==> config.mk <==
export PLATFORM = sky130hd
export DESIGN_NAME = ocp_fault_timer
export DESIGN_NICKNAME = d
export VERILOG_FILES = /design/src/rtl/oft_pkg.sv /design/src/rtl/oft_counter.sv /design/src/rtl/oft_compare.sv /design/src/rtl/oft_ctrl.sv /design/src/rtl/ocp_fault_timer.sv
export SDC_FILE = /design/constraint.sdc
export NUM_CORES = 1
export LEC_CHECK = 0
export ABC_AREA = 1
export CAP_MARGIN = 5
export CORE_MARGIN = 8
export CORE_UTILIZATION = 40
export CTS_BUF_LIST = sky130_fd_sc_hd__clkbuf_8
export CTS_CLUSTER_SIZE = 24
export DETAILED_ROUTE_END_ITERATION = 10
export DONT_BUFFER_PORTS = 1
export PLACE_DENSITY = 0.54
export REMOVE_ABC_BUFFERS = 1
export SYNTH_ARGS = -nofsm -noshare
export SYNTH_HDL_FRONTEND = slang
export SYNTH_SLANG_ARGS = --single-unit
export TNS_END_PERCENT = 30
==> constraint.sdc <==
create_clock -name clk -period 1.6 [get_ports clk]
set_input_delay 0.48 -clock clk [delete_from_list [all_inputs] [get_ports clk]]
set_output_delay 0.48 -clock clk [all_outputs]
set_load 0.01 [all_outputs]
==> src/rtl/oft_pkg.sv <==
// Shared types for the overcurrent fault-integration timer.
// Assumes: only three phases are needed; the fourth encoding is unused.
package oft_pkg;
    typedef enum logic [1:0] {
        PH_NORMAL = 2'd0,
        PH_FORCED = 2'd1,
        PH_HALTED = 2'd2
    } oft_phase_e;
endpackage

==> src/rtl/oft_counter.sv <==
// Saturating up/down count modelling the fault timing capacitor.
// Charging has priority over decay. Assumes CHARGE_STEP < 2**CNT_W.
module oft_counter #(
    parameter int CNT_W       = 10,
    parameter int CHARGE_STEP = 3
) (
    input  logic             clk,
    input  logic             rst_n,
    input  logic             charge,
    input  logic             decay,
    output logic [CNT_W-1:0] count
);
    localparam logic [CNT_W:0] STEP_V = (CNT_W+1)'(CHARGE_STEP);
    localparam logic [CNT_W:0] MAX_V  = {1'b0, {CNT_W{1'b1}}};

    logic [CNT_W:0]   sum;
    logic [CNT_W-1:0] count_nxt;

    // Next count: saturating add while charging, else saturating decrement on a tick.
    always_comb begin
        sum = {1'b0, count} + STEP_V;
        if (charge) begin
            count_nxt = (sum > MAX_V) ? MAX_V[CNT_W-1:0] : sum[CNT_W-1:0];
        end else if (decay && (count != '0)) begin
            count_nxt = count - 1'b1;
        end else begin
            count_nxt = count;
        end
    end

    // Count register with synchronous clear.
    always_ff @(posedge clk) begin
        if (!rst_n) count <= '0;
        else        count <= count_nxt;
    end
endmodule

==> src/rtl/oft_compare.sv <==
// Compares the count against the three ordered thresholds.
// Assumes every threshold fits within CNT_W bits; index 0 is restart, 1 force, 2 shutdown.
module oft_compare #(
    parameter int CNT_W      = 10,
    parameter int TH_RESTART = 30,
    parameter int TH_FORCE   = 200,
    parameter int TH_SHUT    = 350
) (
    input  logic [CNT_W-1:0] count,
    output logic             below_restart,
    output logic             at_force,
    output logic             at_shut
);
    localparam int N_TH = 3;

    logic [N_TH-1:0] ge;

    // One magnitude comparator per threshold.
    for (genvar i = 0; i < N_TH; i++) begin : g_cmp
        localparam int TH_I = (i == 0) ? TH_RESTART : ((i == 1) ? TH_FORCE : TH_SHUT);
        assign ge[i] = (count >= CNT_W'(TH_I));
    end

    assign below_restart = ~ge[0];
    assign at_force      = ge[1];
    assign at_shut       = ge[2];
endmodule

==> src/rtl/oft_ctrl.sv <==
// Phase sequencer: normal -> forced -> halted -> normal.
// Derives the charge enable and the four protection outputs.
// Assumes the threshold flags come from the registered count.
module oft_ctrl
    import oft_pkg::*;
(
    input  logic clk,
    input  logic rst_n,
    input  logic oc_flag,
    input  logic below_restart,
    input  logic at_force,
    input  logic at_shut,
    output logic charge,
    output logic force_max,
    output logic stop_sw,
    output logic ss_reset,
    output logic pfc_stop
);
    oft_phase_e phase, phase_nxt;

    // Next phase from the current phase and the threshold flags.
    always_comb begin
        phase_nxt = phase;
        unique case (phase)
            PH_NORMAL: if (at_force)      phase_nxt = PH_FORCED;
            PH_FORCED: if (at_shut)       phase_nxt = PH_HALTED;
            PH_HALTED: if (below_restart) phase_nxt = PH_NORMAL;
            default:                      phase_nxt = PH_NORMAL;
        endcase
    end

    // Phase register with synchronous return to normal.
    always_ff @(posedge clk) begin
        if (!rst_n) phase <= PH_NORMAL;
        else        phase <= phase_nxt;
    end

    // Output decode; the charge source is latched on while forced.
    always_comb begin
        force_max = (phase == PH_FORCED);
        stop_sw   = (phase == PH_HALTED);
        pfc_stop  = force_max | stop_sw;
        charge    = force_max | ((phase == PH_NORMAL) & oc_flag);
        ss_reset  = oc_flag | pfc_stop;
    end
endmodule

==> src/rtl/ocp_fault_timer.sv <==
// Overcurrent fault-integration timer: count, threshold compare and phase control.
// Assumes oc_flag and decay_tick are synchronous to clk. Refuses to elaborate
// unless TH_RESTART < TH_FORCE < TH_SHUT < 2**CNT_W.
module ocp_fault_timer #(
    parameter int CNT_W       = 10,
    parameter int CHARGE_STEP = 3,
    parameter int TH_RESTART  = 30,
    parameter int TH_FORCE    = 200,
    parameter int TH_SHUT     = 350
) (
    input  logic clk,
    input  logic rst_n,
    input  logic oc_flag,
    input  logic decay_tick,
    output logic force_max,
    output logic stop_sw,
    output logic ss_reset,
    output logic pfc_stop
);
    localparam longint CNT_MAX = (longint'(1) << CNT_W) - 1;

    // Elaboration-time check of threshold ordering and range.
    if (!((TH_RESTART < TH_FORCE) && (TH_FORCE < TH_SHUT) && (longint'(TH_SHUT) <= CNT_MAX)))
    begin : g_bad_thresholds
        $error("ocp_fault_timer: thresholds must satisfy restart < force < shutdown <= max");
    end

    logic [CNT_W-1:0] count;
    logic             charge;
    logic             below_restart;
    logic             at_force;
    logic             at_shut;

    oft_counter #(
        .CNT_W       (CNT_W),
        .CHARGE_STEP (CHARGE_STEP)
    ) u_counter (
        .clk    (clk),
        .rst_n  (rst_n),
        .charge (charge),
        .decay  (decay_tick),
        .count  (count)
    );

    oft_compare #(
        .CNT_W      (CNT_W),
        .TH_RESTART (TH_RESTART),
        .TH_FORCE   (TH_FORCE),
        .TH_SHUT    (TH_SHUT)
    ) u_compare (
        .count         (count),
        .below_restart (below_restart),
        .at_force      (at_force),
        .at_shut       (at_shut)
    );

    oft_ctrl u_ctrl (
        .clk           (clk),
        .rst_n         (rst_n),
        .oc_flag       (oc_flag),
        .below_restart (below_restart),
        .at_force      (at_force),
        .at_shut       (at_shut),
        .charge        (charge),
        .force_max     (force_max),
        .stop_sw       (stop_sw),
        .ss_reset      (ss_reset),
        .pfc_stop      (pfc_stop)
    );
endmodule

==> impl_metrics.json <==
{
  "fin_hold_ws_ns": 0.347,
  "yosysTopAreaCell": "dfxtp_1",
  "grt_pass1_wl_um": 5490,
  "dp_slack_ns": -0.0515,
  "final_area_um2": 1490,
  "cellLeakagePower_nw": 0.660,
  "n_antenna_cell": 0,
  "finalCritPeriodShare_pct": 99.6,
  "wl_met1_um": 1470,
  "crit_family": "flip-flops",
  "cts_sinks": 12,
  "utilization_pct": 55.9,
  "critPathMaxFanout": 3,
  "cts_root_buffer": "clkbuf_8",
  "swShare_pct": 50.5,
  "final_common_cell": "nand2_1",
  "comb_power_share_pct": 69.9,
  "drt_first_pass_iters": 5,
  "clk_pin_slew_ns": 0.06,
  "max_clock_freq_mhz": 628,
  "ys_seq_area_share_pct": 22.3,
  "core_area_um2": 2660,
  "die_h_um": 67.9,
  "wl_met3_um": 211,
  "wirelength_um": 3340,
  "fillerInstances": 257,
  "hpwl_um": 2500,
  "slowest_stage": "dfxtp_2",
  "rsz0062_at_grt": "yes",
  "cts_max_level": 1,
  "min_period_ns": 1.59,
  "grt_usage_pct": 15.6,
  "outcome": "complete, no violations",
  "cp_cell_sequence": "inv_2, ha_4, or2_4",
  "switching_power_mw": 1.75,
  "drt_iter0_drc": 55,
  "internal_power_mw": 1.71,
  "start_kind": "flip-flop",
  "port-buffer-count": 0,
  "synth_warnings": 0,
  "cts_tree": "done",
  "start_util_pct": 40.4,
  "drc": 0,
  "hold_class": "input port to flip-flop",
  "required_ns": 1.12,
  "antenna_found_initial": 0,
  "hold_viol_final": 0,
  "cts.path.max_buffers": 2,
  "cpPeakStageDelay_ns": 0.33,
  "maxCapViolCount": 0,
  "grt_pass1_vias": 1213,
  "power_mw": 3.46,
  "row_count": 19,
  "ir_drop_mv": 1.34,
  "finClkSkew_ns": 0.00370,
  "final_cell_mix": "nand2_1 (43), buf_4 (23), nor2_1 (14)",
  "relSlewSlack_pct": 83.5,
  "final_layout_size_suffix_gt1_share_pct": 39.1,
  "postCtsHoldBufs": 0,
  "cp-end-kind": "output port",
  "crit_type": "flip-flop to output port",
  "synthCells": 176,
  "area_growth_pct": 38.3,
  "cts_buffers": 3,
  "die_area_um2": 4610,
  "synth_cell_types": 24,
  "tightest_slew_ns": 0.244,
  "ff2ff_setup_slack_ns": 0.04,
  "vias_per_cell": 5.53,
  "wl_met2_um": 1570,
  "finalSetupViolCount": 0,
  "vias": 1288,
  "fin_ws_ns": 0.00708,
  "clkPwrFrac_pct": 10.4,
  "syn_avg_cell_area_um2": 6.11,
  "ios": 8,
  "top_layer": "met4",
  "synthTopCellsByArea": "dfxtp_1 (22%), nand2_1 (18%), ha_1 (8.1%)",
  "grt_max_degree": 15,
  "gp_congestion": 0.897,
  "layout.nets": 214,
  "p_seq_share_pct": 19.7,
  "worst-path-buf-inv": 1,
  "place_area_um2": 1260,
  "crit_arrival_ns": 1.11,
  "clock_latency_ns": 0.25,
  "die_w_um": 67.9,
  "finalMaxSlewViolations": 0,
  "gr-total-overflow": 0,
  "netlist_area_um2": 1080,
  "postRouteAntennaNets": 0,
  "wl_per_cell_um": 14.3,
  "synth.top_cell.area_share_pct": 22.3,
  "power_density_nw_per_um2": 2330,
  "ys_ff_latch": 12
}
Yosys cell counts:
library cell / number
inv_1: 17
o21ai_1: 1
nand2_2: 2
xor2_1: 4
dfxtp_1: 12
nand3_1: 14
a211oi_2: 1
buf_6: 2
inv_2: 2
or2_2: 1
nand3_2: 1
o22ai_1: 5
nor2_2: 2
a21oi_1: 12
o21ai_0: 15
nor3_1: 2
a31oi_1: 1
nor2_1: 19
o21ai_2: 1
ha_1: 7
nor2_4: 2
nand4_1: 1
o31ai_1: 1
nand2_1: 51
worst register-to-register path, stage by stage, from the launching register on:
cell,delay (ns)
dfxtp_2,0.32
inv_2,0.09
ha_1,0.19
inv_2,0.06
nand2_4,0.11
buf_4,0.17
nand2_2,0.07
buf_4,0.15
o22ai_1,0.20
a21oi_1,0.09
final cells by class:
class                      count  area [um2]  area share [%]
tap                           31        38.8            2.61
sequential                    12         251            16.9
multi-input combinational    143         885            59.5
clock buffer                   4        55.1            3.70
inverter                      19        73.8            4.96
timing repair buffer          24         184            12.4
flip-flops by register name, summed over array words and instances, names as in the netlist:
register and cells:
u_counter.count 10, u_ctrl.phase 2
kinds of logic after synthesis:
kind of cell    Yosys count  share of synthesized area, %
simple gates             95                          38.4
compound gates           37                          19.2
buf+inv                  21                          8.72
flops                    12                          22.3
fa+ha+maj                 7                          8.14
xor+xnor                  4                          3.26
power by group through the flow:
stage	sequential, mW	clock (mW)	combinational [mW]
after floorplan	0.619	0	1.29
after global placement	0.630	0	2.04
after detailed placement	0.631	0	2.04
after CTS	0.634	0.352	2.12
after global routing	0.710	0.367	2.68
final	0.683	0.359	2.42
per-stage QoR:
step,cells,TNS [ns]
5_1_grt,233,-0.419
2_1_floorplan,174,-0.122
3_3_place_gp,227,-0.367
3_5_place_dp,227,-0.318
6_report,233,0
4_1_cts,231,0
path summary, 6_finish.rpt:
kind,end,cells after the start,from
max,ss_reset,3,u_ctrl.phase[1]
max reg2reg,u_counter.count[8],9,u_ctrl.phase[1]
min,u_counter.count[3],2,rst_n
min reg2reg,u_ctrl.phase[0],2,u_ctrl.phase[0]
what timing repair did:
action / CTS / global route
pin swaps: 2 / 8
gates resized for setup: 11 / 44
setup endpoints to repair: 10 / 13
buffers inserted: 0 / 2
routing by layer:
metal / up-vias / GRT usage [%]
met3: 9 / 3.76
met2: 44 / 26.2
met5: - / 0
met1: 596 / 18.6
li1: 639 / -
met4: 0 / 6.65
Note: power is estimated with default switching activity, not from simulation.
